### config.mk
export PLATFORM = sky130hd
export DESIGN_NAME = atomic_xor_unit
export DESIGN_NICKNAME = d
export VERILOG_FILES = /design/src/rtl/axu_pkg.sv /design/src/rtl/axu_dp.sv /design/src/rtl/axu_ctrl.sv /design/src/rtl/atomic_xor_unit.sv
export SDC_FILE = /design/constraint.sdc
export NUM_CORES = 1
export LEC_CHECK = 0
export CORE_AREA = 2 2 198 200
export DETAILED_ROUTE_END_ITERATION = 10
export DIE_AREA = 0 0 200 202
export DONT_BUFFER_PORTS = 1
export GPL_TIMING_DRIVEN = 0
export PLACE_DENSITY_LB_ADDON = 0.1
export SKIP_CTS_REPAIR_TIMING = 1
export SYNTH_ARGS = -nofsm -noshare
export SYNTH_HDL_FRONTEND = slang
export SYNTH_SLANG_ARGS = --single-unit
### constraint.sdc
create_clock -name clk -period 1.7 [get_ports clk]
set_clock_uncertainty 0.05 [all_clocks]
set_input_delay 0.34 -clock clk [delete_from_list [all_inputs] [get_ports clk]]
set_output_delay 0.34 -clock clk [all_outputs]
set_load 0.02 [all_outputs]
### src/rtl/axu_pkg.sv
package axu_pkg;
  localparam int INST_W = 32;
  localparam int DATA_W = 64;
  localparam int REG_AW = 5;
  localparam int STRB_W = DATA_W / 8;
  localparam logic [INST_W-1:0] OP_MASK  = 32'hBFE0_FC00;
  localparam logic [INST_W-1:0] OP_MATCH = 32'hB820_2000;
  localparam logic [REG_AW-1:0] ZR_IDX   = 5'd31;

  typedef struct packed {
    logic latchInst;
    logic captureOps;
    logic captureOld;
  } dpCtrl_t;

  typedef struct packed {
    logic match;
    logic is64;
    logic rtIsZr;
    logic alignBad;
  } dpStat_t;
endpackage

### src/rtl/axu_dp.sv
module axu_dp
  import axu_pkg::*;
#(
  parameter int ADDR_W     = 64,
  parameter int ALIGN_BITS = 4
) (
  input  logic              clk,
  input  logic              rstN,
  input  dpCtrl_t           ctl,
  input  logic [INST_W-1:0] instWord,
  output dpStat_t           stat,
  output logic [REG_AW-1:0] rdAddrA,
  input  logic [DATA_W-1:0] rdDataA,
  output logic [REG_AW-1:0] rdAddrB,
  input  logic [DATA_W-1:0] rdDataB,
  input  logic [ADDR_W-1:0] spValue,
  input  logic [DATA_W-1:0] memRspData,
  output logic [ADDR_W-1:0] memAddr,
  output logic [DATA_W-1:0] memWdata,
  output logic [STRB_W-1:0] memWstrb,
  output logic [REG_AW-1:0] wbAddr,
  output logic [DATA_W-1:0] wbData
);
  localparam int HALF_W = DATA_W / 2;
  localparam logic [STRB_W-1:0] WORD_STRB = {{(STRB_W/2){1'b0}}, {(STRB_W/2){1'b1}}};

  logic [INST_W-1:0] instQ;
  logic [DATA_W-1:0] rsVal;
  logic [DATA_W-1:0] oldVal;
  logic [ADDR_W-1:0] baseAddr;
  logic [REG_AW-1:0] rsF, rnF, rtF;
  logic              is64;
  logic [DATA_W-1:0] rsSrc;

  assign rsF  = instQ[20:16];
  assign rnF  = instQ[9:5];
  assign rtF  = instQ[4:0];
  assign is64 = instQ[30];

  assign stat.match    = (instWord & OP_MASK) == OP_MATCH;
  assign stat.is64     = is64;
  assign stat.rtIsZr   = (rtF == ZR_IDX);
  assign stat.alignBad = (rnF == ZR_IDX) && (spValue[ALIGN_BITS-1:0] != '0);

  assign rsSrc = (rsF == ZR_IDX) ? '0 : rdDataA;

  always_ff @(posedge clk) begin
    if (!rstN) begin
      instQ    <= '0;
      rsVal    <= '0;
      oldVal   <= '0;
      baseAddr <= '0;
    end else begin
      if (ctl.latchInst) instQ <= instWord;
      if (ctl.captureOps) begin
        rsVal    <= is64 ? rsSrc : {{HALF_W{1'b0}}, rsSrc[HALF_W-1:0]};
        baseAddr <= (rnF == ZR_IDX) ? spValue : rdDataB[ADDR_W-1:0];
      end
      if (ctl.captureOld)
        oldVal <= is64 ? memRspData : {{HALF_W{1'b0}}, memRspData[HALF_W-1:0]};
    end
  end

  assign rdAddrA  = rsF;
  assign rdAddrB  = rnF;
  assign memAddr  = baseAddr;
  assign memWdata = oldVal ^ rsVal;
  assign memWstrb = is64 ? '1 : WORD_STRB;
  assign wbAddr   = rtF;
  assign wbData   = oldVal;

  // a word access never carries data above the low half
  assert_word_upper_R4: assert property (@(posedge clk) disable iff (!rstN)
    ctl.captureOld && !is64 |=> memWdata[DATA_W-1:HALF_W] == '0);
endmodule

### src/rtl/axu_ctrl.sv
module axu_ctrl
  import axu_pkg::*;
(
  input  logic    clk,
  input  logic    rstN,
  input  logic    instValid,
  input  dpStat_t stat,
  input  logic    memReqReady,
  input  logic    memRspValid,
  output dpCtrl_t ctl,
  output logic    instReady,
  output logic    busy,
  output logic    memReqValid,
  output logic    memReqWrite,
  output logic    memLock,
  output logic    wbValid,
  output logic    illegal,
  output logic    alignFault
);
  typedef enum logic [2:0] {
    S_IDLE, S_OPS, S_RDREQ, S_RDRSP, S_WRREQ, S_WB
  } state_t;

  state_t state, stateNxt;
  logic   accept;
  logic   illegalQ, faultQ;

  assign accept = instValid && (state == S_IDLE);

  always_comb begin
    stateNxt       = state;
    ctl.latchInst  = 1'b0;
    ctl.captureOps = 1'b0;
    ctl.captureOld = 1'b0;
    unique case (state)
      S_IDLE: if (accept && stat.match) begin
        ctl.latchInst = 1'b1;
        stateNxt      = S_OPS;
      end
      S_OPS: begin
        ctl.captureOps = 1'b1;
        stateNxt       = stat.alignBad ? S_IDLE : S_RDREQ;
      end
      S_RDREQ: if (memReqReady) stateNxt = S_RDRSP;
      S_RDRSP: if (memRspValid) begin
        ctl.captureOld = 1'b1;
        stateNxt       = S_WRREQ;
      end
      S_WRREQ: if (memReqReady) stateNxt = stat.rtIsZr ? S_IDLE : S_WB;
      S_WB:    stateNxt = S_IDLE;
      default: stateNxt = S_IDLE;
    endcase
  end

  always_ff @(posedge clk) begin
    if (!rstN) begin
      state    <= S_IDLE;
      illegalQ <= 1'b0;
      faultQ   <= 1'b0;
    end else begin
      state    <= stateNxt;
      illegalQ <= accept && !stat.match;
      faultQ   <= (state == S_OPS) && stat.alignBad;
    end
  end

  assign instReady   = (state == S_IDLE);
  assign busy        = (state != S_IDLE);
  assign memReqValid = (state == S_RDREQ) || (state == S_WRREQ);
  assign memReqWrite = (state == S_WRREQ);
  assign memLock     = (state == S_RDREQ) || (state == S_RDRSP) || (state == S_WRREQ);
  assign wbValid     = (state == S_WB);
  assign illegal     = illegalQ;
  assign alignFault  = faultQ;

  assert_illegal_idle_R1: assert property (@(posedge clk) disable iff (!rstN)
    illegal |-> !busy && !memLock);

  assert_lock_held_R9: assert property (@(posedge clk) disable iff (!rstN)
    memLock && !(memReqValid && memReqWrite && memReqReady) |=> memLock);

  assert_req_hold_R11: assert property (@(posedge clk) disable iff (!rstN)
    memReqValid && !memReqReady |=> memReqValid && $stable(memReqWrite));

  assert_fault_quiet_R6: assert property (@(posedge clk) disable iff (!rstN)
    alignFault |-> !memReqValid && !wbValid && !busy);

  assert_wb_after_write_R3: assert property (@(posedge clk) disable iff (!rstN)
    wbValid |-> $past(memReqValid && memReqWrite && memReqReady));
endmodule

### src/rtl/atomic_xor_unit.sv
module atomic_xor_unit
  import axu_pkg::*;
#(
  parameter int ADDR_W     = 64,
  parameter int ALIGN_BITS = 4
) (
  input  logic              clk,
  input  logic              rstN,
  input  logic              instValid,
  input  logic [31:0]       instWord,
  output logic              instReady,
  output logic [4:0]        rdAddrA,
  input  logic [63:0]       rdDataA,
  output logic [4:0]        rdAddrB,
  input  logic [63:0]       rdDataB,
  input  logic [ADDR_W-1:0] spValue,
  output logic              memReqValid,
  input  logic              memReqReady,
  output logic              memReqWrite,
  output logic [ADDR_W-1:0] memAddr,
  output logic [63:0]       memWdata,
  output logic [7:0]        memWstrb,
  output logic              memLock,
  input  logic              memRspValid,
  input  logic [63:0]       memRspData,
  output logic              wbValid,
  output logic [4:0]        wbAddr,
  output logic [63:0]       wbData,
  output logic              busy,
  output logic              illegal,
  output logic              alignFault
);
  dpCtrl_t ctl;
  dpStat_t stat;

  axu_ctrl uCtrl (
    .clk(clk), .rstN(rstN), .instValid(instValid), .stat(stat),
    .memReqReady(memReqReady), .memRspValid(memRspValid), .ctl(ctl),
    .instReady(instReady), .busy(busy), .memReqValid(memReqValid),
    .memReqWrite(memReqWrite), .memLock(memLock), .wbValid(wbValid),
    .illegal(illegal), .alignFault(alignFault)
  );

  axu_dp #(.ADDR_W(ADDR_W), .ALIGN_BITS(ALIGN_BITS)) uDp (
    .clk(clk), .rstN(rstN), .ctl(ctl), .instWord(instWord), .stat(stat),
    .rdAddrA(rdAddrA), .rdDataA(rdDataA), .rdAddrB(rdAddrB), .rdDataB(rdDataB),
    .spValue(spValue), .memRspData(memRspData), .memAddr(memAddr),
    .memWdata(memWdata), .memWstrb(memWstrb), .wbAddr(wbAddr), .wbData(wbData)
  );

  assert_wb_zero_ext_R5: assert property (@(posedge clk) disable iff (!rstN)
    wbValid && !stat.is64 |-> wbData[63:32] == '0);

  assert_wb_not_zr_R7: assert property (@(posedge clk) disable iff (!rstN)
    wbValid |-> wbAddr != ZR_IDX);

  assert_addr_hold_R11: assert property (@(posedge clk) disable iff (!rstN)
    memReqValid && !memReqReady |=> $stable(memAddr) && $stable(memWdata));

  assert_busy_ready_R10: assert property (@(posedge clk) disable iff (!rstN)
    busy != instReady);
endmodule

==> results.ini, run 1 <==
[run_status]
status=complete, but fails checks
violations=negative setup slack

[floorplanning]
die_h_um=202
die_x_um=200
rows=72
initial_core_util=0.229
core_sq_um=38300
die_area_sq_um=40400
ios=516

[sta]
rsz0062_at_grt=true
fmax_ghz=0.506
worst-slew-pin-transition_ns=1.01
setup_ws_ns=-0.275
fin_crit_sh=1.16
drv_slew=0
setup_viol=90
slew_headroom=0.329
min_period_ns=1.97
hold_viol=0

[logic_synthesis]
async_flop_share=0
yosysWarningCount=0
yosysSeqAreaShare=0.487
ys.flop_type=dfxtp_1
synth_seq_cells=213
synthCells=975
synth_cell_types=34
avgSynthCellArea_sq_um=8.98
syn-cell-area_sq_um=8760
synth_edf_count=0

[global_routing]
grt_pass1_vias=7120
grt_pass1_wl_mm=49.9
overflow=0
grt_max_degree=13
antenna_found_initial=0
track_usage=0.168

[critical_path]
critPathLaunchType=register
endpoint_kind=output pin
crit_type=reg2out
crit_required_ns=1.31
path_max_fanout=6
worstPathArrival_ns=1.58

[pwr]
vdd_drop_max_v=0.000617
power.density_nw_per_um2=793
p_leak_nw=5.16

[route]
drt_pass1_iterations=4
drt-total-wl_mm=38.5
route.detailed.wl_per_inst_um=22.5
vias_per_cell=4.69
drtIter0Drc=260
drc=0
vias=8029
ant_nets=0

[cells_and_area]
nNetsFinal=1470
drive_above_1_share=0.295
fillCellCount=3871
final_cell_count_no_fill=1713
post-route-cell-area_sq_um=13900
diodes=0
final_core_util=0.362
area_growth_pct=58.1
final_common_cell=dlygate4sd3_1
mostFrequentLayoutCells=148 x dlygate4sd3_1, 138 x dfxtp_1, 130 x nand2_1, 108 x a21oi_1, 80 x nand3_1

[placed_design]
gp_congestion=0.806
numPortBuffers=0
dp_slack_ns=-0.760
post-dp-hpwl_mm=28.3
place_inst=1496
place_area_sq_um=9420

[clock_network]
cts-htree-levels=1
clockBufferDepth=3
cts_inserted_buffers=27
cts_tree=yes
cts-root-buf=clkbuf_16
clkLatencyLatePin_ns=0.53
path_clk_slew_ns=0.06
numClockSinks=213

[hold_path]
hp-class=in2reg

[run]
cap_violations=0

## where the power goes
group / internal (mW) / total, mW / switching (mW)
Sequential: 4.97 / 4.98 / 0.00233
Clock: 3.20 / 5.44 / 2.24
Combinational: 0.306 / 0.574 / 0.269
Total: 8.48 / 11.0 / 2.51
## registers in the layout, summed over array words and instances (netlist names)
signal            count
uCtrl.state           3
uDp.wbData           64
uDp.instQ            16
uDp.memAddr          64
uCtrl.illegal         1
uCtrl.alignFault      1
uDp.rsVal            64
## worst paths after layout
kind | start | to | slack [ns] | cells after the start
hold / removal | spValue[3] | uDp.memAddr[3]$_SDFFE_PN0P_ | 0.002 | 2
setup / recovery | uCtrl.state[1]$_SDFFE_PN0P_ | busy | -0.27 | 3
hold reg to reg | uDp.rsVal[14]$_SDFFE_PN0P_ | uDp.rsVal[14]$_SDFFE_PN0P_ | 0.44 | 2
setup reg to reg | uCtrl.state[1]$_SDFFE_PN0P_ | uDp.rsVal[55]$_SDFFE_PN0P_ | -0.13 | 8
## per-layer routing
layer	global-route usage	part of all wire	up-vias
met5	0	0	-
met4	0.0447	0.019	0
met3	0.0471	0.068	43
met2	0.292	0.50	314
met1	0.202	0.41	3891
li1	-	-	3781
## layout make-up
cell class	count	area, sq um	area share
timing repair buffer	171	1790	0.130
sequential	213	4390	0.317
buffer	89	802	0.0579
clock inverter	6	58.8	0.00424
multi-input combinational	672	5390	0.389
inverter	3	15.0	0.00108
clock buffer	41	758	0.0547
tap	518	648	0.0468
## logic make-up after synthesis
kind of cell,synth area share
muxes,0.0743
other,0.000428
xor gates and xnor gates,0.0640
buffers and inverters,0.0550
AOI/OAI and AO/OA,0.165
DFF,0.487
and+or+nand+nor,0.154
## Yosys cell counts (all sizes together), types with 2 or more instances
| cell type | instances | area [sq um] |
|---|---|---|
| o21ai | 17 | 85.1 |
| nand2b | 2 | 12.5 |
| a211oi | 65 | 488 |
| inv | 3 | 11.3 |
| nor4b | 3 | 26.3 |
| a22o | 32 | 280 |
| nor2 | 69 | 259 |
| nand3 | 84 | 420 |
| and2 | 2 | 12.5 |
| xor2 | 64 | 561 |
| nor3 | 2 | 15.0 |
| mux2i | 65 | 651 |
| nor4 | 2 | 12.5 |
| a21oi | 114 | 571 |
| and3 | 5 | 31.3 |
| nand4 | 2 | 12.5 |
| buf | 49 | 309 |
| dfxtp | 213 | 4260 |
| and4 | 2 | 20.0 |
| nand2 | 132 | 495 |
| clkbuf | 41 | 161 |
## critical path, stage by stage (launching register included)
cell	delay (ns)
dfxtp_2	0.31
buf_6	0.13
nor3_4	0.43
inv_2	0.18
## stage by stage
step | hold WS (ns) | setup TNS, ns | total power, mW
after floorplan | 0.394 | 0 | 5.26
after global placement | 0.402 | -105.87 | 5.34
after detailed placement | 0.408 | -106.95 | 5.34
after CTS | -0.151 | -87.99 | 10.8
after global routing | -0.00842 | -11.55 | 11.4
final | 0.00158 | -4.69 | 11.0
Power figures use the tool's default switching activity.
==> run 2: changes to the inputs <==
Settings changed: ABC_AREA set to 1, CORE_AREA 2 2 198 200 to 2 2 200 202, DIE_AREA 0 0 200 202 to 0 0 202 204.
==> results.ini, run 2 <==
[placed_design]
gp_congestion=0.786  ; -2.4%
post-dp-hpwl_mm=31.3  ; +11%
dp_slack_ns=-0.601  ; +0.159 ns
numPortBuffers=0  ; unchanged
place_inst=1668  ; +11%

[sta]
rsz0062_at_grt=true
setup_tns_ns=-0.178  ; +4.51 ns
fin_crit_sh=1.05  ; -0.113
slew_headroom=0.462  ; +0.133
setup_viol=5  ; -94%
fmax_ghz=0.561  ; +11%
worst-slew-pin-transition_ns=0.806  ; -0.200 ns
hold_ws_ns=-0.0365  ; -0.0381 ns
min_period_ns=1.78  ; -0.193 ns
hold_viol=5  ; +5
setup_ws_ns=-0.0820  ; +0.193 ns
drv_slew=0  ; unchanged

[floorplanning]
core_sq_um=39200  ; +2.3%
die_area_sq_um=41200  ; +2.0%
rows=73  ; +1.4%
die_x_um=202  ; +1.0%
ios=516  ; unchanged
initial_core_util=0.227  ; -0.00137
die_h_um=204  ; +0.99%

[clock_network]
clkLatencyLatePin_ns=0.55  ; +0.02 ns
path_clk_slew_ns=0.06  ; about the same
cts-htree-levels=1  ; unchanged
cts-root-buf=clkbuf_16
clockBufferDepth=3  ; unchanged
cts_tree=yes
cts_inserted_buffers=26  ; -3.7%
numClockSinks=213  ; unchanged

[route]
vias_per_cell=4.69  ; about the same
ant_nets=0  ; unchanged
vias=9301  ; +16%
drt_pass1_iterations=5  ; +1
route.detailed.wl_per_inst_um=21.5  ; -4.0%
drc=0  ; unchanged
drtIter0Drc=456  ; +75%
drt-total-wl_mm=42.8  ; +11%

[global_routing]
grt_pass1_wl_mm=58.4  ; +17%
grt_pass1_vias=8581  ; +21%
track_usage=0.189  ; +0.0211
overflow=0  ; unchanged
grt_max_degree=13  ; unchanged
antenna_found_initial=4  ; +4

[cells_and_area]
drive_above_1_share=0.194  ; -0.102
mostFrequentLayoutCells=267 x dlygate4sd3_1, 256 x nand2_1, 149 x o21ai_0, 129 x dfxtp_1, 112 x a21oi_1
fillCellCount=3987  ; +3.0%
multiInputGateArea_sq_um=5060  ; -6.0%
final_cell_count_no_fill=1985  ; +16%
final_common_cell=dlygate4sd3_1
nNetsFinal=1736  ; +18%
seqCellArea_sq_um=4410  ; +0.54%
area_growth_pct=62.6

[run_status]
status=complete, but fails checks
violations=negative hold slack, negative setup slack

[logic_synthesis]
synth.top_cell.area_share=0.479  ; -0.00827
synthSimpleGateAreaFrac=0.183  ; +0.0287
synthTopCellsByArea=dfxtp_1 48%, nand2_1 11%, o21ai_0 8.6%, a21oi_1 6.3%, xor2_1 6.3%
avgSynthCellArea_sq_um=7.82  ; -13%
synth_seq_cells=213  ; unchanged
synth_cell_types=26  ; -24%
yosysMostFrequentCell=nand2_1
ys_top_cells_by_count=257 x nand2_1, 213 x dfxtp_1, 153 x o21ai_0, 112 x a21oi_1
ys.flop_type=dfxtp_1
synth_edf_count=0  ; unchanged
synth_xor_area_frac=0.0629  ; -0.00109
yosysSeqAreaShare=0.479  ; -0.00827
yosysWarningCount=0  ; unchanged
syn-cell-area_sq_um=8910  ; +1.7%
synth_adder_area_share=0  ; unchanged
synth_top_family_by_area=compound AO/OA/AOI/OAI gates
async_flop_share=0  ; unchanged
synthCells=1140  ; +17%
synth_compound_area_frac=0.203  ; +0.0380
muxShareOfSynthArea=0  ; -0.0743
synth_area_leader_cell=dfxtp_1

[critical_path]
worstPathArrival_ns=1.39  ; -0.19 ns
crit_type=reg2out
cp_cell_sequence=inv_4, nand3_4, clkinvlp_4
cp_num_buf_inv=2  ; unchanged
crit_required_ns=1.31  ; about the same
critPathMaxStageDelay_ns=0.41  ; -0.02 ns
endpoint_kind=output pin
ff2ff_setup_slack_ns=0.02  ; +0.15 ns
crit_family=flip-flops
critPathLaunchType=register
path_max_fanout=7  ; +1
cp_slowest_cell=dfxtp_4

[pwr]
vdd_drop_max_v=0.000604  ; -2.2%
p_leak_nw=5.60  ; +8.6%
power.density_nw_per_um2=1230  ; +55%
power_mw=17.8  ; +62%

[hold_path]
hp-class=in2reg

[run]
cap_violations=0  ; unchanged

## run 2: changes by cell type in the layout (fill, tap and decap cells not counted), sizes merged, moves of 40 or more
| cell | delta |
|---|---|
| mux2i | -65 |
| a211oi | -61 |
| inv | +47 |
| nand2 | +125 |
| nor2 | -48 |
| nand3 | -40 |
| o21ai | +144 |
| dlygate4sd3 | +119 |
| a31oi | +64 |
## run 2: worst reg2reg max path, stage by stage, from the launching register on
cell	delay [ns]
dfxtp_4	0.38
buf_4	0.15
nor3_4	0.18
buf_6	0.17
buf_12	0.19
buf_6	0.16
o21ai_0	0.11
a31oi_1	0.21
## run 2: path summary, 6_finish.rpt
path	startpoint	to	cells past startpoint
setup / recovery	uCtrl.state[1]$_SDFFE_PN0P_	instReady	3
hold / removal	memRspData[1]	uDp.wbData[1]$_SDFFE_PN0P_	2
setup reg to reg	uCtrl.state[1]$_SDFFE_PN0P_	uDp.memAddr[40]$_SDFFE_PN0P_	7
hold reg to reg	uDp.wbData[22]$_SDFFE_PN0P_	uDp.wbData[22]$_SDFFE_PN0P_	2
## run 2: logic make-up after synthesis
logic type | count (synthesis)
and+or+nand+nor | 370
xor gates and xnor gates | 64
AOI/OAI and AO/OA | 343
DFF | 213
other | 1
buffers and inverters | 149
## run 2: routing by layer
layer | global-route usage | vias to the layer above | wire [um]
met5 | 0 | - | 12
met4 | 0.0572 | 2 | 988
met3 | 0.0660 | 65 | 3470
met2 | 0.345 | 414 | 22000
met1 | 0.205 | 4405 | 16300
li1 | - | 4415 | -
## run 2: power breakdown
part           switching (mW)  total [mW]  internal [mW]
registers                1.94        7.92           5.98
logic                    2.61        4.47           1.85
clock network            2.25        5.44           3.19
total                    6.80        17.8           11.0
## run 2: layout make-up
| class | count | area share |
|---|---|---|
| Antenna cell | 3 | 0.000518 |
| Buffer | 99 | 0.0432 |
| Clock buffer | 38 | 0.0522 |
| Clock inverter | 4 | 0.00311 |
| Inverter | 50 | 0.0141 |
| Multi-Input combinational cell | 782 | 0.349 |
| Sequential cell | 213 | 0.304 |
| Tap cell | 525 | 0.0453 |
| Timing Repair Buffer | 271 | 0.188 |
## run 2: stage by stage
stage                     utilization  cell area (sq um)
final                           0.370              14500
after global routing            0.370              14500
after global placement          0.244               9580
after detailed placement        0.244               9580
after CTS                       0.265              10400
after floorplan                     -               8920
